[src/rtl/hpt_pkg.sv]
package hpt_pkg;
  typedef enum logic [1:0] {
    ST_IDLE  = 2'd0,
    ST_UPPER = 2'd1,
    ST_LOWER = 2'd2
  } walk_st_e;

  localparam int HSEL_BIT = 6;

  function automatic logic [31:0] make_cmp(input logic [23:0] seg,
                                           input logic        hsel,
                                           input logic [5:0]  api);
    return {1'b1, seg, hsel, api};
  endfunction
endpackage

[src/rtl/hpt_hash.sv]
module hpt_hash #(
  parameter int HASH_W = 19,
  parameter int SEG_W  = 24,
  parameter int PG_LSB = 12,
  parameter int PG_W   = 16
) (
  input  logic [SEG_W-1:0]  seg,
  input  logic [31:0]       ea,
  output logic [HASH_W-1:0] hash_pri,
  output logic [HASH_W-1:0] hash_sec
);
  localparam int PAD_W = HASH_W - PG_W;

  always_comb begin
    hash_pri = seg[HASH_W-1:0] ^ {{PAD_W{1'b0}}, ea[PG_LSB +: PG_W]};
    hash_sec = hash_pri ^ {HASH_W{1'b1}};
  end
endmodule

[src/rtl/hpt_group_addr.sv]
module hpt_group_addr #(
  parameter int HASH_W = 19,
  parameter int MASK_W = 9,
  parameter int OFS_W  = 6
) (
  input  logic [31:0]       origin,
  input  logic [MASK_W-1:0] mask,
  input  logic [HASH_W-1:0] hash,
  output logic [31:0]       grp
);
  localparam int LO_W    = HASH_W - MASK_W;
  localparam int MID_LSB = OFS_W + LO_W;
  localparam int TOP_LSB = MID_LSB + MASK_W;
  localparam int TOP_W   = 32 - TOP_LSB;

  always_comb begin
    grp = {origin[31 -: TOP_W],
           origin[MID_LSB +: MASK_W] | (hash[LO_W +: MASK_W] & mask),
           hash[LO_W-1:0],
           {OFS_W{1'b0}}};
  end
endmodule

[src/rtl/hpt_walker.sv]
module hpt_walker #(
  parameter int ENTRIES     = 8,
  parameter int ENTRY_BYTES = 8,
  parameter int HASH_W      = 19,
  parameter int MASK_W      = 9,
  parameter int SEG_W       = 24
) (
  input  logic        clk,
  input  logic        rst,
  input  logic        req_valid,
  input  logic        req_instr,
  input  logic [31:0] req_ea,
  input  logic [23:0] req_seg,
  input  logic [31:0] req_cfg,
  output logic        mem_rd_en,
  output logic [31:0] mem_rd_addr,
  input  logic        mem_rd_ready,
  input  logic [31:0] mem_rd_data,
  output logic        busy,
  output logic        done,
  output logic        hit,
  output logic        hit_secondary,
  output logic [31:0] lower_word,
  output logic [31:0] grp_pri,
  output logic [31:0] grp_sec,
  output logic [31:0] cmp_instr,
  output logic [31:0] cmp_data
);
  import hpt_pkg::*;

  localparam int IDX_W    = $clog2(ENTRIES);
  localparam int OFS_W    = $clog2(ENTRIES * ENTRY_BYTES);
  localparam int ESH      = $clog2(ENTRY_BYTES);
  localparam int LOW_OFS  = ENTRY_BYTES / 2;
  localparam logic [IDX_W-1:0] LAST_IDX = IDX_W'(ENTRIES - 1);

  logic [HASH_W-1:0] h_pri, h_sec;
  logic [31:0]       ga_pri, ga_sec, cmp_new;

  hpt_hash #(.HASH_W(HASH_W), .SEG_W(SEG_W)) u_hash (
    .seg(req_seg), .ea(req_ea), .hash_pri(h_pri), .hash_sec(h_sec)
  );

  hpt_group_addr #(.HASH_W(HASH_W), .MASK_W(MASK_W), .OFS_W(OFS_W)) u_ga_pri (
    .origin(req_cfg), .mask(req_cfg[MASK_W-1:0]), .hash(h_pri), .grp(ga_pri)
  );

  hpt_group_addr #(.HASH_W(HASH_W), .MASK_W(MASK_W), .OFS_W(OFS_W)) u_ga_sec (
    .origin(req_cfg), .mask(req_cfg[MASK_W-1:0]), .hash(h_sec), .grp(ga_sec)
  );

  assign cmp_new = make_cmp(req_seg, 1'b0, req_ea[27:22]);

  walk_st_e         st_q;
  logic [IDX_W-1:0] idx_q;
  logic             use_sec_q;
  logic [31:0]      cmp_cur_q;
  logic             accept;
  logic             last_entry;
  logic [31:0]      grp_cur;

  assign accept     = (st_q == ST_IDLE) && req_valid;
  assign last_entry = (idx_q == LAST_IDX);
  assign grp_cur    = use_sec_q ? grp_sec : grp_pri;

  always_comb begin
    mem_rd_en   = (st_q != ST_IDLE);
    mem_rd_addr = grp_cur + ({{(32-IDX_W){1'b0}}, idx_q} << ESH)
                + ((st_q == ST_LOWER) ? 32'(LOW_OFS) : 32'd0);
    busy        = (st_q != ST_IDLE);
  end

  always_ff @(posedge clk) begin
    if (rst) begin
      st_q          <= ST_IDLE;
      idx_q         <= '0;
      use_sec_q     <= 1'b0;
      cmp_cur_q     <= '0;
      done          <= 1'b0;
      hit           <= 1'b0;
      hit_secondary <= 1'b0;
      lower_word    <= '0;
      grp_pri       <= '0;
      grp_sec       <= '0;
      cmp_instr     <= '0;
      cmp_data      <= '0;
    end else begin
      done <= 1'b0;
      unique case (st_q)
        ST_IDLE: begin
          if (accept) begin
            st_q      <= ST_UPPER;
            idx_q     <= '0;
            use_sec_q <= 1'b0;
            cmp_cur_q <= cmp_new;
            grp_pri   <= ga_pri;
            grp_sec   <= ga_sec;
            if (req_instr) cmp_instr <= cmp_new;
            else           cmp_data  <= cmp_new;
          end
        end
        ST_UPPER: begin
          if (mem_rd_ready) begin
            if (mem_rd_data == cmp_cur_q) begin
              st_q <= ST_LOWER;
            end else if (!last_entry) begin
              idx_q <= idx_q + 1'b1;
            end else if (!use_sec_q) begin
              use_sec_q           <= 1'b1;
              idx_q               <= '0;
              cmp_cur_q[HSEL_BIT] <= 1'b1;
            end else begin
              st_q          <= ST_IDLE;
              done          <= 1'b1;
              hit           <= 1'b0;
              hit_secondary <= 1'b0;
              lower_word    <= '0;
            end
          end
        end
        ST_LOWER: begin
          if (mem_rd_ready) begin
            st_q          <= ST_IDLE;
            done          <= 1'b1;
            hit           <= 1'b1;
            hit_secondary <= use_sec_q;
            lower_word    <= mem_rd_data;
          end
        end
        default: st_q <= ST_IDLE;
      endcase
    end
  end
endmodule

[config.mk]
export PLATFORM = sky130hd
export DESIGN_NAME = hpt_walker
export DESIGN_NICKNAME = d
export VERILOG_FILES = /design/src/rtl/hpt_pkg.sv /design/src/rtl/hpt_hash.sv /design/src/rtl/hpt_group_addr.sv /design/src/rtl/hpt_walker.sv
export SDC_FILE = /design/constraint.sdc
export NUM_CORES = 1
export LEC_CHECK = 0
export ABC_AREA = 1
export BUFFER_PORTS_ARGS = -buffer_cell sky130_fd_sc_hd__buf_2
export CORE_UTILIZATION = 35
export DETAILED_ROUTE_END_ITERATION = 10
export GPL_TIMING_DRIVEN = 0
export PLACE_DENSITY = 0.58
export REMOVE_ABC_BUFFERS = 1
export SLEW_MARGIN = 10
export SYNTH_ARGS = -nofsm -noshare
export SYNTH_HDL_FRONTEND = slang
export SYNTH_SLANG_ARGS = --single-unit
export TNS_END_PERCENT = 10
[constraint.sdc]
create_clock -name clk -period 2.1 [get_ports clk]
set_clock_uncertainty 0.2 [all_clocks]
set_input_delay 0.105 -clock clk [delete_from_list [all_inputs] [get_ports clk]]
set_output_delay 0.105 -clock clk [all_outputs]
set_load 0.05 [all_outputs]
==> results of run 1 <==
==> routing by layer <==
| layer | track usage | part of all wire |
|---|---|---|
| met4 | 0.0918 | 0.022 |
| met2 | 0.432 | 0.49 |
| met3 | 0.0441 | 0.057 |
| met1 | 0.310 | 0.43 |
| met5 | 0 | 0 |
==> worst max-delay path, stage by stage, from the launching register on <==
cell and delay (ns):
sky130_fd_sc_hd__dfxtp_2 0.34, sky130_fd_sc_hd__inv_1 0.09, sky130_fd_sc_hd__ha_2 0.42, sky130_fd_sc_hd__inv_1 0.14
sky130_fd_sc_hd__a21oi_4 0.28, sky130_fd_sc_hd__nor2_8 0.13, sky130_fd_sc_hd__nand2_4 0.20, sky130_fd_sc_hd__nand2_1 0.08
sky130_fd_sc_hd__a21oi_1 0.12
==> power by group <==
| group | internal, W | switching, W | leakage (nW) |
|---|---|---|---|
| sequential | 0.00412 | 0.000438 | 1.48 |
| clock | 0.00157 | 0.00151 | 0.276 |
| combinational | 0.00211 | 0.00567 | 3.74 |
==> metrics by stage <==
step / worst slack (ns) / power, W
final: 0.0359 / 0.0154
after global routing: -0.0962 / 0.0163
after CTS: 0.00659 / 0.0152
after detailed placement: -1.16 / 0.0112
after global placement: -4.67 / 0.0111
after floorplan: -1.76 / 0.00936
==> path summary, 6_finish.rpt <==
kind / start / end / slack, ns / depth (start not counted)
worst max-delay path: st_q[1] / lower_word[9] / 0.04 / 8
worst min-delay path: req_valid / st_q[0] / 0.09 / 6
worst max register to register: st_q[1] / lower_word[9] / 0.04 / 8
worst min register to register: cmp_instr[31] / cmp_instr[31] / 0.26 / 2
==> synth_stat cells, drive strengths merged <==
cell / instances
nor2: 91
a221oi: 6
inv: 89
clkbuf: 50
a211oi: 13
conb: 1
dfxtp: 180
ha: 5
nand2: 260
o21ai: 71
nand3: 69
xnor2: 29
nand4: 3
o211a: 10
a21oi: 135
a31oi: 4
buf: 50
==> final cells by class <==
type                    instances  area [um2]  share of cell area
multi-input cells             720        3680               0.321
clock inverters                14         138              0.0120
inverters                      89         365              0.0318
well taps                     280         350              0.0305
clock buffers                  18         429              0.0374
flip-flops and latches        180        3610               0.315
repair buffers                412        2900               0.253
==> cell families (layout without fill, tap and decap cells) <==
family	after synthesis	after routing
xor gates and xnor gates	29	29
and+or+nand+nor	423	431
AOI/OAI and AO/OA	239	239
other	1	16
buffers and inverters	189	533
adders and majority gates	5	5
DFF	180	180
==> timing repair <==
action | CTS | global route
setup buffers | 12 | 5
endpoints found under the hold margin | 174 | 0
resized for setup | 20 | 30
endpoints found under the setup margin | 153 | 109
hold buffers | 109 | 0
cloned | 6 | 3
pin swaps | 8 | 9
==> state kept, by name, indices dropped and copies added, names as in the netlist <==
register,cells
cmp_cur_q,32
st_q,2
cmp_instr,31
idx_q,3
hit_secondary,1
cmp_data,31
done,1
grp_sec,26
grp_pri,19
lower_word,32
use_sec_q,1
hit,1
==> impl_metrics.prom, run 1 <==
# TYPE chip_impl_metric gauge
chip_impl_metric{name="powerDensity",unit="nW/um2"} 1340
chip_impl_metric{name="max-slew-margin-rel",unit=""} 0.251
chip_impl_metric{name="max_cap_viols",unit=""} 0
chip_impl_metric{name="synth_sequential_area_ratio",unit=""} 0.456
chip_impl_metric{name="synthDominantCellAreaShare",unit=""} 0.456
chip_impl_metric{name="ant_nets",unit=""} 0
chip_impl_metric{name="postSynthAreaPerCell",unit="um2"} 7.41
chip_impl_metric{name="synth_area",unit="um2"} 7900
chip_impl_metric{name="cp.required",unit="ns"} 2.26
chip_impl_metric{name="pin_count",unit=""} 322
chip_impl_metric{name="fin_cells",unit=""} 1713
chip_impl_metric{name="number_of_register_bits_inferred_by_synthesis",unit=""} 180
chip_impl_metric{name="final_wirelength",unit="mm"} 29.0
chip_impl_info{name="cts_tree",value="built"} 1
chip_impl_metric{name="die_height",unit="um"} 152
chip_impl_info{name="leading_cell_type_in_the_layout_fill_and_taps_excluded",value="sky130_fd_sc_hd__buf_2"} 1
chip_impl_metric{name="grt_first_pass_wirelength",unit="mm"} 44.9
chip_impl_metric{name="htree_num_levels",unit=""} 4
chip_impl_metric{name="synth-compound-area-share",unit=""} 0.166
chip_impl_metric{name="grt_overflow_total",unit=""} 0
chip_impl_metric{name="wl_per_cell",unit="um"} 16.9
chip_impl_info{name="synth.largest_area_cell",value="sky130_fd_sc_hd__dfxtp_1"} 1
chip_impl_metric{name="vdd_drop_max",unit="V"} 0.000795
chip_impl_metric{name="grt_max_degree",unit=""} 66
chip_impl_metric{name="placer_congestion",unit=""} 0.780
chip_impl_metric{name="power_leakage",unit="nW"} 5.49
chip_impl_metric{name="start_util",unit=""} 0.360
chip_impl_metric{name="antenna-diode-count",unit=""} 0
chip_impl_metric{name="syn-instance-count",unit=""} 1066
chip_impl_metric{name="tightestPinTransition",unit="ns"} 1.12
chip_impl_metric{name="report.final.slew_viol_count",unit=""} 0
chip_impl_metric{name="number_of_sinks_driven_by_the_clock_tree",unit=""} 180
chip_impl_metric{name="ys_types",unit=""} 29
chip_impl_info{name="status",value="finished, violations left"} 1
chip_impl_metric{name="die_area",unit="um2"} 23200
chip_impl_metric{name="timing.critical_path.arrival",unit="ns"} 2.22
chip_impl_metric{name="tritoncts.num_buffers",unit=""} 17
chip_impl_info{name="failed_checks",value="design-rule violations"} 1
chip_impl_metric{name="fin_nets",unit=""} 1550
chip_impl_metric{name="min_period",unit="ns"} 2.06
chip_impl_metric{name="fin_setup_tns",unit="ns"} 0
chip_impl_metric{name="finalInstanceArea",unit="um2"} 11500
chip_impl_metric{name="fp.coreArea",unit="um2"} 22000
chip_impl_metric{name="clock_latency",unit="ns"} 0.43
chip_impl_info{name="setup.worst_path.start_class",value="flop"} 1
chip_impl_metric{name="area_growth",unit="%"} 45.4
chip_impl_metric{name="synth-warning-count",unit=""} 0
chip_impl_metric{name="whs",unit="ns"} 0.0941
chip_impl_metric{name="drive_gt1_frac",unit=""} 0.267
chip_impl_metric{name="fillerInstances",unit=""} 2149
chip_impl_metric{name="drt_drc_violations_left",unit=""} 12
chip_impl_metric{name="via_per_inst",unit=""} 4.84
chip_impl_metric{name="achievable-frequency",unit="GHz"} 0.484
chip_impl_info{name="main_combinational_cell_family_by_area_after_synthesis",value="simple AND/OR/NAND/NOR gates"} 1
chip_impl_info{name="setup_crit_end_kind",value="flop"} 1
chip_impl_metric{name="hpwl",unit="mm"} 16.0
chip_impl_metric{name="clkTransAtPathRegs",unit="ns"} 0.07
chip_impl_info{name="rsz0062_at_grt",value="yes"} 1
chip_impl_metric{name="place_area",unit="um2"} 9260
chip_impl_metric{name="die_boundary_width",unit="um"} 152
chip_impl_metric{name="portBuffers",unit=""} 282
chip_impl_info{name="ctsRootBufferMaster",value="sky130_fd_sc_hd__clkbuf_16"} 1
chip_impl_metric{name="synth_simple_gate_area_frac",unit=""} 0.224
chip_impl_metric{name="clk_path_buf_depth",unit=""} 2
chip_impl_metric{name="hold_violations",unit=""} 0
chip_impl_metric{name="grt.total_usage",unit=""} 0.250
chip_impl_metric{name="routed-via-count",unit=""} 8299
chip_impl_metric{name="timing.critical_path.fanout_max",unit=""} 13
chip_impl_metric{name="min_period_over_period",unit=""} 0.983
chip_impl_metric{name="synthXorXnorAreaFrac",unit=""} 0.0322
chip_impl_metric{name="placementRows",unit=""} 54
chip_impl_info{name="min_path_type",value="input port to flop"} 1
chip_impl_metric{name="first_drt_pass_iteration_count",unit=""} 10
chip_impl_metric{name="post_synth_mux_area_share",unit=""} 0
chip_impl_metric{name="final_util",unit=""} 0.523
chip_impl_metric{name="final-setup-viol-count",unit=""} 0
chip_impl_metric{name="initial_antenna_violation_count",unit=""} 0
chip_impl_metric{name="drt_iter0_markers",unit=""} 511
chip_impl_info{name="final_cell_mix",value="sky130_fd_sc_hd__buf_2, sky130_fd_sc_hd__nand2_1, sky130_fd_sc_hd__dfxtp_1"} 1
chip_impl_metric{name="first_global_vias",unit=""} 7994
chip_impl_metric{name="dp.cells",unit=""} 1546
chip_impl_metric{name="synth_adder_area_share",unit=""} 0.00792
chip_impl_info{name="synthTopCellsByArea",value="sky130_fd_sc_hd__dfxtp_1, sky130_fd_sc_hd__nand2_1, sky130_fd_sc_hd__a21oi_1"} 1
chip_impl_info{name="critPathKind",value="flop to flop"} 1
(Power assumes the default switching activity.)
==> inputs of run 2 (changes only) <==
==> constraint.sdc (replaced) <==
create_clock -name clk -period 2.1 [get_ports clk]
set_clock_uncertainty 0.2 [all_clocks]
set_input_delay 0.105 -clock clk [delete_from_list [all_inputs] [get_ports clk]]
set_output_delay 0.105 -clock clk [all_outputs]
set_load 0.1 [all_outputs]
==> run 2 against run 1 <==
The run still ends with design-rule violations left. Sequential share of layout area down 0.44 points. Wire length is 0.99% higher. Power rose by 20%. Clock-buffer cell count unchanged. Via count rose by 0.76%. Combinational power up 39%. Core utilization up 0.74 points. Cell area increased by 1.4%. Register-to-register slack improved by 0.04 ns. Clock power hardly changed.
==> impl_metrics.prom, run 2 (synthesized netlist as in run 1, its figures left out) <==
# TYPE chip_impl_metric gauge
chip_impl_metric{name="min_period_over_period",unit=""} 0.980
chip_impl_metric{name="drt_iter0_markers",unit=""} 538
chip_impl_info{name="critPathKind",value="flop to output port"} 1
chip_impl_info{name="r2r_startpoint",value="st_q[0]"} 1
chip_impl_metric{name="clk_path_buf_depth",unit=""} 2
chip_impl_metric{name="powerDensity",unit="nW/um2"} 1590
chip_impl_metric{name="p_clk_frac",unit=""} 0.167
chip_impl_metric{name="hpwl",unit="mm"} 16.0
chip_impl_metric{name="totalPowerFinal",unit="W"} 0.0185
chip_impl_metric{name="ant_nets",unit=""} 0
chip_impl_info{name="status",value="finished, violations left"} 1
chip_impl_metric{name="grt_first_pass_wirelength",unit="mm"} 45.0
chip_impl_metric{name="pre_cts_ws",unit="ns"} -1.16
chip_impl_metric{name="tritoncts.num_buffers",unit=""} 17
chip_impl_metric{name="switching_share",unit=""} 0.567
chip_impl_metric{name="report.final.slew_viol_count",unit=""} 0
chip_impl_info{name="leading_cell_type_in_the_layout_fill_and_taps_excluded",value="sky130_fd_sc_hd__buf_2"} 1
chip_impl_metric{name="final-setup-viol-count",unit=""} 0
chip_impl_metric{name="placementRows",unit=""} 54
chip_impl_metric{name="net-switching-power",unit="W"} 0.0105
chip_impl_info{name="crit_path_cell_trace",value="buf_12 -> buf_16 -> o21ai_0 -> buf_2"} 1
chip_impl_metric{name="htree_num_levels",unit=""} 4
chip_impl_metric{name="die_area",unit="um2"} 23200
chip_impl_metric{name="drt_drc_violations_left",unit=""} 12
chip_impl_metric{name="achievable-frequency",unit="GHz"} 0.486
chip_impl_info{name="setup_crit_end_kind",value="output port"} 1
chip_impl_metric{name="min_period",unit="ns"} 2.06
chip_impl_metric{name="grt.total_usage",unit=""} 0.250
chip_impl_metric{name="max_cap_viols",unit=""} 0
chip_impl_metric{name="finalWorstSetupSlack",unit="ns"} 0.0428
chip_impl_metric{name="fin_setup_tns",unit="ns"} 0
chip_impl_metric{name="hold_violations",unit=""} 0
chip_impl_metric{name="number_of_sinks_driven_by_the_clock_tree",unit=""} 180
chip_impl_metric{name="fillerInstances",unit=""} 2126
chip_impl_metric{name="pin_count",unit=""} 322
chip_impl_info{name="min_path_type",value="input port to flop"} 1
chip_impl_metric{name="power.combinational.fraction",unit=""} 0.586
chip_impl_metric{name="timing.critical_path.arrival",unit="ns"} 1.75
chip_impl_metric{name="place_area",unit="um2"} 9260
chip_impl_metric{name="die_height",unit="um"} 152
chip_impl_info{name="setup.worst_path.start",value="use_sec_q"} 1
chip_impl_info{name="cts_tree",value="built"} 1
chip_impl_metric{name="drive_gt1_frac",unit=""} 0.275
chip_impl_info{name="failed_checks",value="design-rule violations"} 1
chip_impl_metric{name="vdd_drop_max",unit="V"} 0.00135
chip_impl_metric{name="power_leakage",unit="nW"} 5.56
chip_impl_metric{name="critical_path_buf_inv_count",unit=""} 3
chip_impl_metric{name="max-slew-margin-rel",unit=""} 0.267
chip_impl_metric{name="cp.required",unit="ns"} 1.79
chip_impl_metric{name="finalInstanceArea",unit="um2"} 11600
chip_impl_metric{name="fp.coreArea",unit="um2"} 22000
chip_impl_metric{name="portBuffers",unit=""} 282
chip_impl_info{name="rsz0062_at_grt",value="yes"} 1
chip_impl_metric{name="area_growth",unit="%"} 47.4
chip_impl_info{name="crit_family",value="buffers and inverters"} 1
chip_impl_metric{name="clock_latency",unit="ns"} 0.43
chip_impl_info{name="ctsRootBufferMaster",value="sky130_fd_sc_hd__clkbuf_16"} 1
chip_impl_info{name="holdCritStartpoint",value="req_valid"} 1
chip_impl_metric{name="timing.critical_path.fanout_max",unit=""} 14
chip_impl_metric{name="pwr-share-seq",unit=""} 0.247
chip_impl_metric{name="final_wirelength",unit="mm"} 29.3
chip_impl_metric{name="initial_antenna_violation_count",unit=""} 0
chip_impl_metric{name="antenna-diode-count",unit=""} 0
chip_impl_metric{name="placer_congestion",unit=""} 0.780
chip_impl_metric{name="final_util",unit=""} 0.530
chip_impl_metric{name="routed-via-count",unit=""} 8362
chip_impl_info{name="final_cell_mix",value="sky130_fd_sc_hd__buf_2, sky130_fd_sc_hd__nand2_1, sky130_fd_sc_hd__dfxtp_1"} 1
chip_impl_info{name="setup.worst_path.start_class",value="flop"} 1
chip_impl_metric{name="critical_path.max_stage_delay",unit="ns"} 0.44
chip_impl_info{name="timing.critical_path.slowest_stage_cell",value="sky130_fd_sc_hd__buf_2"} 1
chip_impl_metric{name="tightestPinTransition",unit="ns"} 1.10
chip_impl_metric{name="via_per_inst",unit=""} 4.84
chip_impl_info{name="layout_top_registers",value="cmp_cur_q: 32 flops, lower_word: 32 flops"} 1
chip_impl_metric{name="start_util",unit=""} 0.360
chip_impl_metric{name="grt_overflow_total",unit=""} 0
chip_impl_metric{name="first_drt_pass_iteration_count",unit=""} 10
chip_impl_metric{name="clkTransAtPathRegs",unit="ns"} 0.07
chip_impl_metric{name="fin_nets",unit=""} 1566
chip_impl_metric{name="wl_per_cell",unit="um"} 16.9
chip_impl_metric{name="grt_max_degree",unit=""} 66
chip_impl_metric{name="first_global_vias",unit=""} 8069
chip_impl_metric{name="cell_internal_pwr",unit="W"} 0.00801
chip_impl_metric{name="die_boundary_width",unit="um"} 152
## run 2: cell count changes in the layout (fill, tap and decap cells not counted), sizes merged
| cell | delta |
|---|---|
| nand2 | +1 |
| clkbuf | +14 |
| buf | +1 |
## run 2: power by group through the flow
stage          clock network, W  registers (W)  logic [W]
3_3_place_gp                  0        0.00464    0.00928
3_5_place_dp                  0        0.00465    0.00936
5_1_grt                 0.00333        0.00467     0.0114
2_1_floorplan                 0        0.00867    0.00347
4_1_cts                 0.00317        0.00455     0.0103
6_report                0.00308        0.00457     0.0108
## run 2: path summary, 6_finish.rpt
path	endpoint	slack (ns)	depth (start not counted)
min reg2reg	lower_word[24]	0.26	2
max reg2reg	cmp_data[14]	0.08	5
min	st_q[0]	0.10	6
max	mem_rd_addr[16]	0.04	4
## run 2: layer usage
layer | track usage | share of wire | wire length, um
met1 | 0.305 | 0.44 | 12900
met2 | 0.433 | 0.48 | 14100
met3 | 0.0486 | 0.052 | 1530
met4 | 0.0982 | 0.025 | 745
met5 | 0 | 0 | 0
## run 2: metrics by stage
stage | hold WS, ns | instances
final | 0.104 | 1729
after global routing | 0.149 | 1729
after CTS | 0.0605 | 1707
after detailed placement | 0.163 | 1546
after global placement | 0.157 | 1543
after floorplan | -0.0259 | 981
## run 2: tightest hold or removal path, delay by kind of cell
kind / cells / cell delay, ns
simple gates: 5 / 0.43
buf+inv: 1 / 0.15
## run 2: final cells by class
class | count | area (um2) | area share
tap | 280 | 350 | 0.0301
clock buffer | 18 | 429 | 0.0369
clock inverter | 14 | 138 | 0.0118
sequential | 180 | 3610 | 0.310
timing repair buffer | 427 | 3050 | 0.262
inverter | 89 | 365 | 0.0314
multi-input combinational | 721 | 3700 | 0.318
## run 2: timing repair
| item | 4_1_cts | 5_1_grt |
|---|---|---|
| pin swaps | 8 | 9 |
| gates cloned | 6 | 4 |
| endpoints found under the setup margin | 153 | 131 |
| hold buffers | 109 | 0 |
| endpoints found under the hold margin | 174 | 0 |
| gates resized for setup | 23 | 33 |
| setup buffers | 14 | 18 |
==> inputs of run 3 (changes only) <==
--- a/config.mk
+++ b/config.mk
@@ -7,10 +7,11 @@
 export LEC_CHECK = 0
 export ABC_AREA = 1
 export BUFFER_PORTS_ARGS = -buffer_cell sky130_fd_sc_hd__buf_2
-export CORE_UTILIZATION = 35
+export CORE_UTILIZATION = 49
+export CTS_CLUSTER_DIAMETER = 30
 export DETAILED_ROUTE_END_ITERATION = 10
 export GPL_TIMING_DRIVEN = 0
-export PLACE_DENSITY = 0.58
+export PLACE_DENSITY = 0.78
 export REMOVE_ABC_BUFFERS = 1
 export SLEW_MARGIN = 10
 export SYNTH_ARGS = -nofsm -noshare
==> run 3 against run 2 <==
The run now ends clean. Final cell count is 4.1% lower. First-iteration DRC count grew 38%. Hold slack gained 0.16 ns. Via count up 6.0%. Core utilization up 20 points. Critical path depth up 3. Global-route usage up 8.4 points. Sequential share of layout area is 0.39 points higher. Sequential cell count unchanged. Largest power group unchanged. Highest routed layer unchanged.
==> impl_metrics.prom, run 3 (synthesized netlist as in run 1, its figures left out) <==
# TYPE chip_impl_metric gauge
chip_impl_info{name="setup_crit_end_kind",value="flop"} 1
chip_impl_info{name="ctsRootBufferMaster",value="sky130_fd_sc_hd__clkbuf_16"} 1
chip_impl_metric{name="clock_latency",unit="ns"} 0.43
chip_impl_metric{name="fillerInstances",unit=""} 1181
chip_impl_metric{name="wl_per_cell",unit="um"} 18.0
chip_impl_metric{name="number_of_sinks_driven_by_the_clock_tree",unit=""} 180
chip_impl_metric{name="final-setup-viol-count",unit=""} 0
chip_impl_metric{name="area_growth",unit="%"} 45.5
chip_impl_metric{name="die_area",unit="um2"} 16600
chip_impl_metric{name="setup.reg_to_reg.worst_slack",unit="ns"} 0.03
chip_impl_metric{name="start_util",unit=""} 0.499
chip_impl_metric{name="timing.critical_path.fanout_max",unit=""} 78
chip_impl_metric{name="max-slew-margin-rel",unit=""} 0.268
chip_impl_info{name="r2r-end",value="lower_word[9]"} 1
chip_impl_info{name="min_path_type",value="flop to flop"} 1
chip_impl_metric{name="sequential_cell_area",unit="um2"} 3610
chip_impl_metric{name="min_period",unit="ns"} 2.08
chip_impl_metric{name="totalPowerFinal",unit="W"} 0.0188
chip_impl_metric{name="max_cap_viols",unit=""} 0
chip_impl_metric{name="die_boundary_width",unit="um"} 129
chip_impl_metric{name="hpwl",unit="mm"} 14.6
chip_impl_metric{name="drt_drc_violations_left",unit=""} 0
chip_impl_metric{name="via_per_inst",unit=""} 5.34
chip_impl_metric{name="cell_internal_pwr",unit="W"} 0.00836
chip_impl_metric{name="tritoncts.num_buffers",unit=""} 17
chip_impl_metric{name="first_drt_pass_iteration_count",unit=""} 7
chip_impl_info{name="status",value="complete, no violations"} 1
chip_impl_metric{name="htree_num_levels",unit=""} 4
chip_impl_metric{name="portBuffers",unit=""} 282
chip_impl_metric{name="grt_overflow_total",unit=""} 0
chip_impl_metric{name="grt_max_degree",unit=""} 79
chip_impl_metric{name="place_area",unit="um2"} 9200
chip_impl_info{name="leading_cell_type_in_the_layout_fill_and_taps_excluded",value="sky130_fd_sc_hd__buf_2"} 1
chip_impl_metric{name="achievable-frequency",unit="GHz"} 0.480
chip_impl_info{name="setup.worst_path.start",value="rst"} 1
chip_impl_metric{name="routed-via-count",unit=""} 8862
chip_impl_metric{name="ant_nets",unit=""} 0
chip_impl_metric{name="net-switching-power",unit="W"} 0.0104
chip_impl_metric{name="pin_count",unit=""} 322
chip_impl_metric{name="whs",unit="ns"} 0.260
chip_impl_metric{name="vdd_drop_max",unit="V"} 0.00120
chip_impl_metric{name="clkTransAtPathRegs",unit="ns"} 0.07
chip_impl_metric{name="cp.required",unit="ns"} 2.25
chip_impl_metric{name="report.final.slew_viol_count",unit=""} 0
chip_impl_metric{name="powerDensity",unit="nW/um2"} 1640
chip_impl_metric{name="first_global_vias",unit=""} 8317
chip_impl_metric{name="die_height",unit="um"} 129
chip_impl_metric{name="r2r.worst_path.cells",unit=""} 9
chip_impl_metric{name="antenna-diode-count",unit=""} 0
chip_impl_metric{name="power.combinational.fraction",unit=""} 0.571
chip_impl_metric{name="placementRows",unit=""} 46
chip_impl_info{name="final_cell_mix",value="sky130_fd_sc_hd__buf_2, sky130_fd_sc_hd__nand2_1, sky130_fd_sc_hd__dfxtp_1"} 1
chip_impl_info{name="r2r_startpoint",value="idx_q[1]"} 1
chip_impl_metric{name="drt_iter0_markers",unit=""} 743
chip_impl_metric{name="grt_first_pass_wirelength",unit="mm"} 42.7
chip_impl_metric{name="placer_congestion",unit=""} 0.787
chip_impl_metric{name="tightestPinTransition",unit="ns"} 1.10
chip_impl_metric{name="switching_share",unit=""} 0.556
chip_impl_metric{name="final_wirelength",unit="mm"} 29.8
chip_impl_metric{name="clk_path_buf_depth",unit=""} 2
chip_impl_metric{name="grt.total_usage",unit=""} 0.334
chip_impl_metric{name="finalInstanceArea",unit="um2"} 11500
chip_impl_metric{name="p_clk_frac",unit=""} 0.185
chip_impl_metric{name="pwr-share-seq",unit=""} 0.244
chip_impl_info{name="setup.worst_path.start_class",value="input port"} 1
chip_impl_metric{name="initial_antenna_violation_count",unit=""} 0
chip_impl_metric{name="final_util",unit=""} 0.726
chip_impl_info{name="critPathKind",value="input port to flop"} 1
chip_impl_metric{name="fin_setup_tns",unit="ns"} 0
chip_impl_metric{name="power_leakage",unit="nW"} 5.56
chip_impl_info{name="cts_tree",value="built"} 1
chip_impl_metric{name="fin_nets",unit=""} 1560
chip_impl_info{name="endpoint",value="cmp_cur_q[15]"} 1
chip_impl_metric{name="drive_gt1_frac",unit=""} 0.270
chip_impl_metric{name="multiInputGateArea",unit="um2"} 3650
chip_impl_metric{name="fp.coreArea",unit="um2"} 15800
chip_impl_metric{name="min_period_over_period",unit=""} 0.992
chip_impl_metric{name="hold_violations",unit=""} 0
chip_impl_metric{name="timing.critical_path.arrival",unit="ns"} 2.23
chip_impl_info{name="layout_top_registers",value="cmp_cur_q: 32 flops, lower_word: 32 flops"} 1
## run 3: cell types whose count changed in the layout (fill, tap and decap cells not counted), moves of 4 or more
cell                        before  now
sky130_fd_sc_hd__clkbuf_4       14    9
sky130_fd_sc_hd__buf_12          8    4
sky130_fd_sc_hd__buf_2         264  268
sky130_fd_sc_hd__bufinv_16       0    4
## run 3: power by group through the flow
stage	Combinational, W	Clock (W)	Sequential, W
2_1_floorplan	0.00347	0	0.00867
3_5_place_dp	0.00928	0	0.00464
6_report	0.0107	0.00348	0.00458
4_1_cts	0.0100	0.00349	0.00454
5_1_grt	0.0111	0.00364	0.00465
3_3_place_gp	0.00912	0	0.00462
## run 3: worst min-delay path by stage
| stage | start | to | cells past startpoint | slack, ns |
|---|---|---|---|---|
| global route | req_instr | cmp_instr[18] | 3 | 0.27 |
| global placement | req_cfg[31] | grp_sec[31] | 3 | 0.15 |
| detailed placement | req_cfg[31] | grp_sec[31] | 3 | 0.16 |
| floorplan | rst | cmp_cur_q[23] | 1 | -0.03 |
| finish | lower_word[4] | lower_word[4] | 2 | 0.26 |
| CTS | req_instr | cmp_instr[10] | 3 | 0.22 |
## run 3: what timing repair did
item | CTS | global route
pin swaps | 8 | 9
hold endpoints to repair | 174 | 0
setup buffers | 14 | 11
cloned | 4 | 5
hold buffers | 110 | 0
resized for setup | 22 | 24
setup endpoints to repair | 148 | 110
## run 3: area by class of cell
| type | instances | share of cell area |
|---|---|---|
| Inverter | 89 | 0.0305 |
| Clock buffer | 18 | 0.0382 |
| Multi-Input combinational cell | 718 | 0.318 |
| Sequential cell | 180 | 0.314 |
| Clock inverter | 13 | 0.0170 |
| Tap cell | 216 | 0.0235 |
| Timing Repair Buffer | 424 | 0.259 |
## run 3: per-stage QoR
stage                     worst slack (ns)  instances
final                               0.0175       1658
after global routing               -0.0314       1658
after CTS                          0.00101       1642
after detailed placement             -1.00       1483
after global placement               -4.26       1479
after floorplan                      -1.76        981
## run 3: layer usage
metal | global-route usage | routed length (um) | part of all wire
met3 | 0.0719 | 2200 | 0.074
met2 | 0.565 | 14400 | 0.48
met4 | 0.204 | 1430 | 0.048
met5 | 0 | 0 | 0
met1 | 0.388 | 11700 | 0.39
## run 3: worst max-delay path, stage by stage
cell and delay [ns]:
sky130_fd_sc_hd__dlygate4sd3_1 0.54, sky130_fd_sc_hd__buf_4 0.20, sky130_fd_sc_hd__buf_16 0.22, sky130_fd_sc_hd__inv_2 0.50
sky130_fd_sc_hd__buf_12 0.28, sky130_fd_sc_hd__o21ai_0 0.13, sky130_fd_sc_hd__a21oi_1 0.16
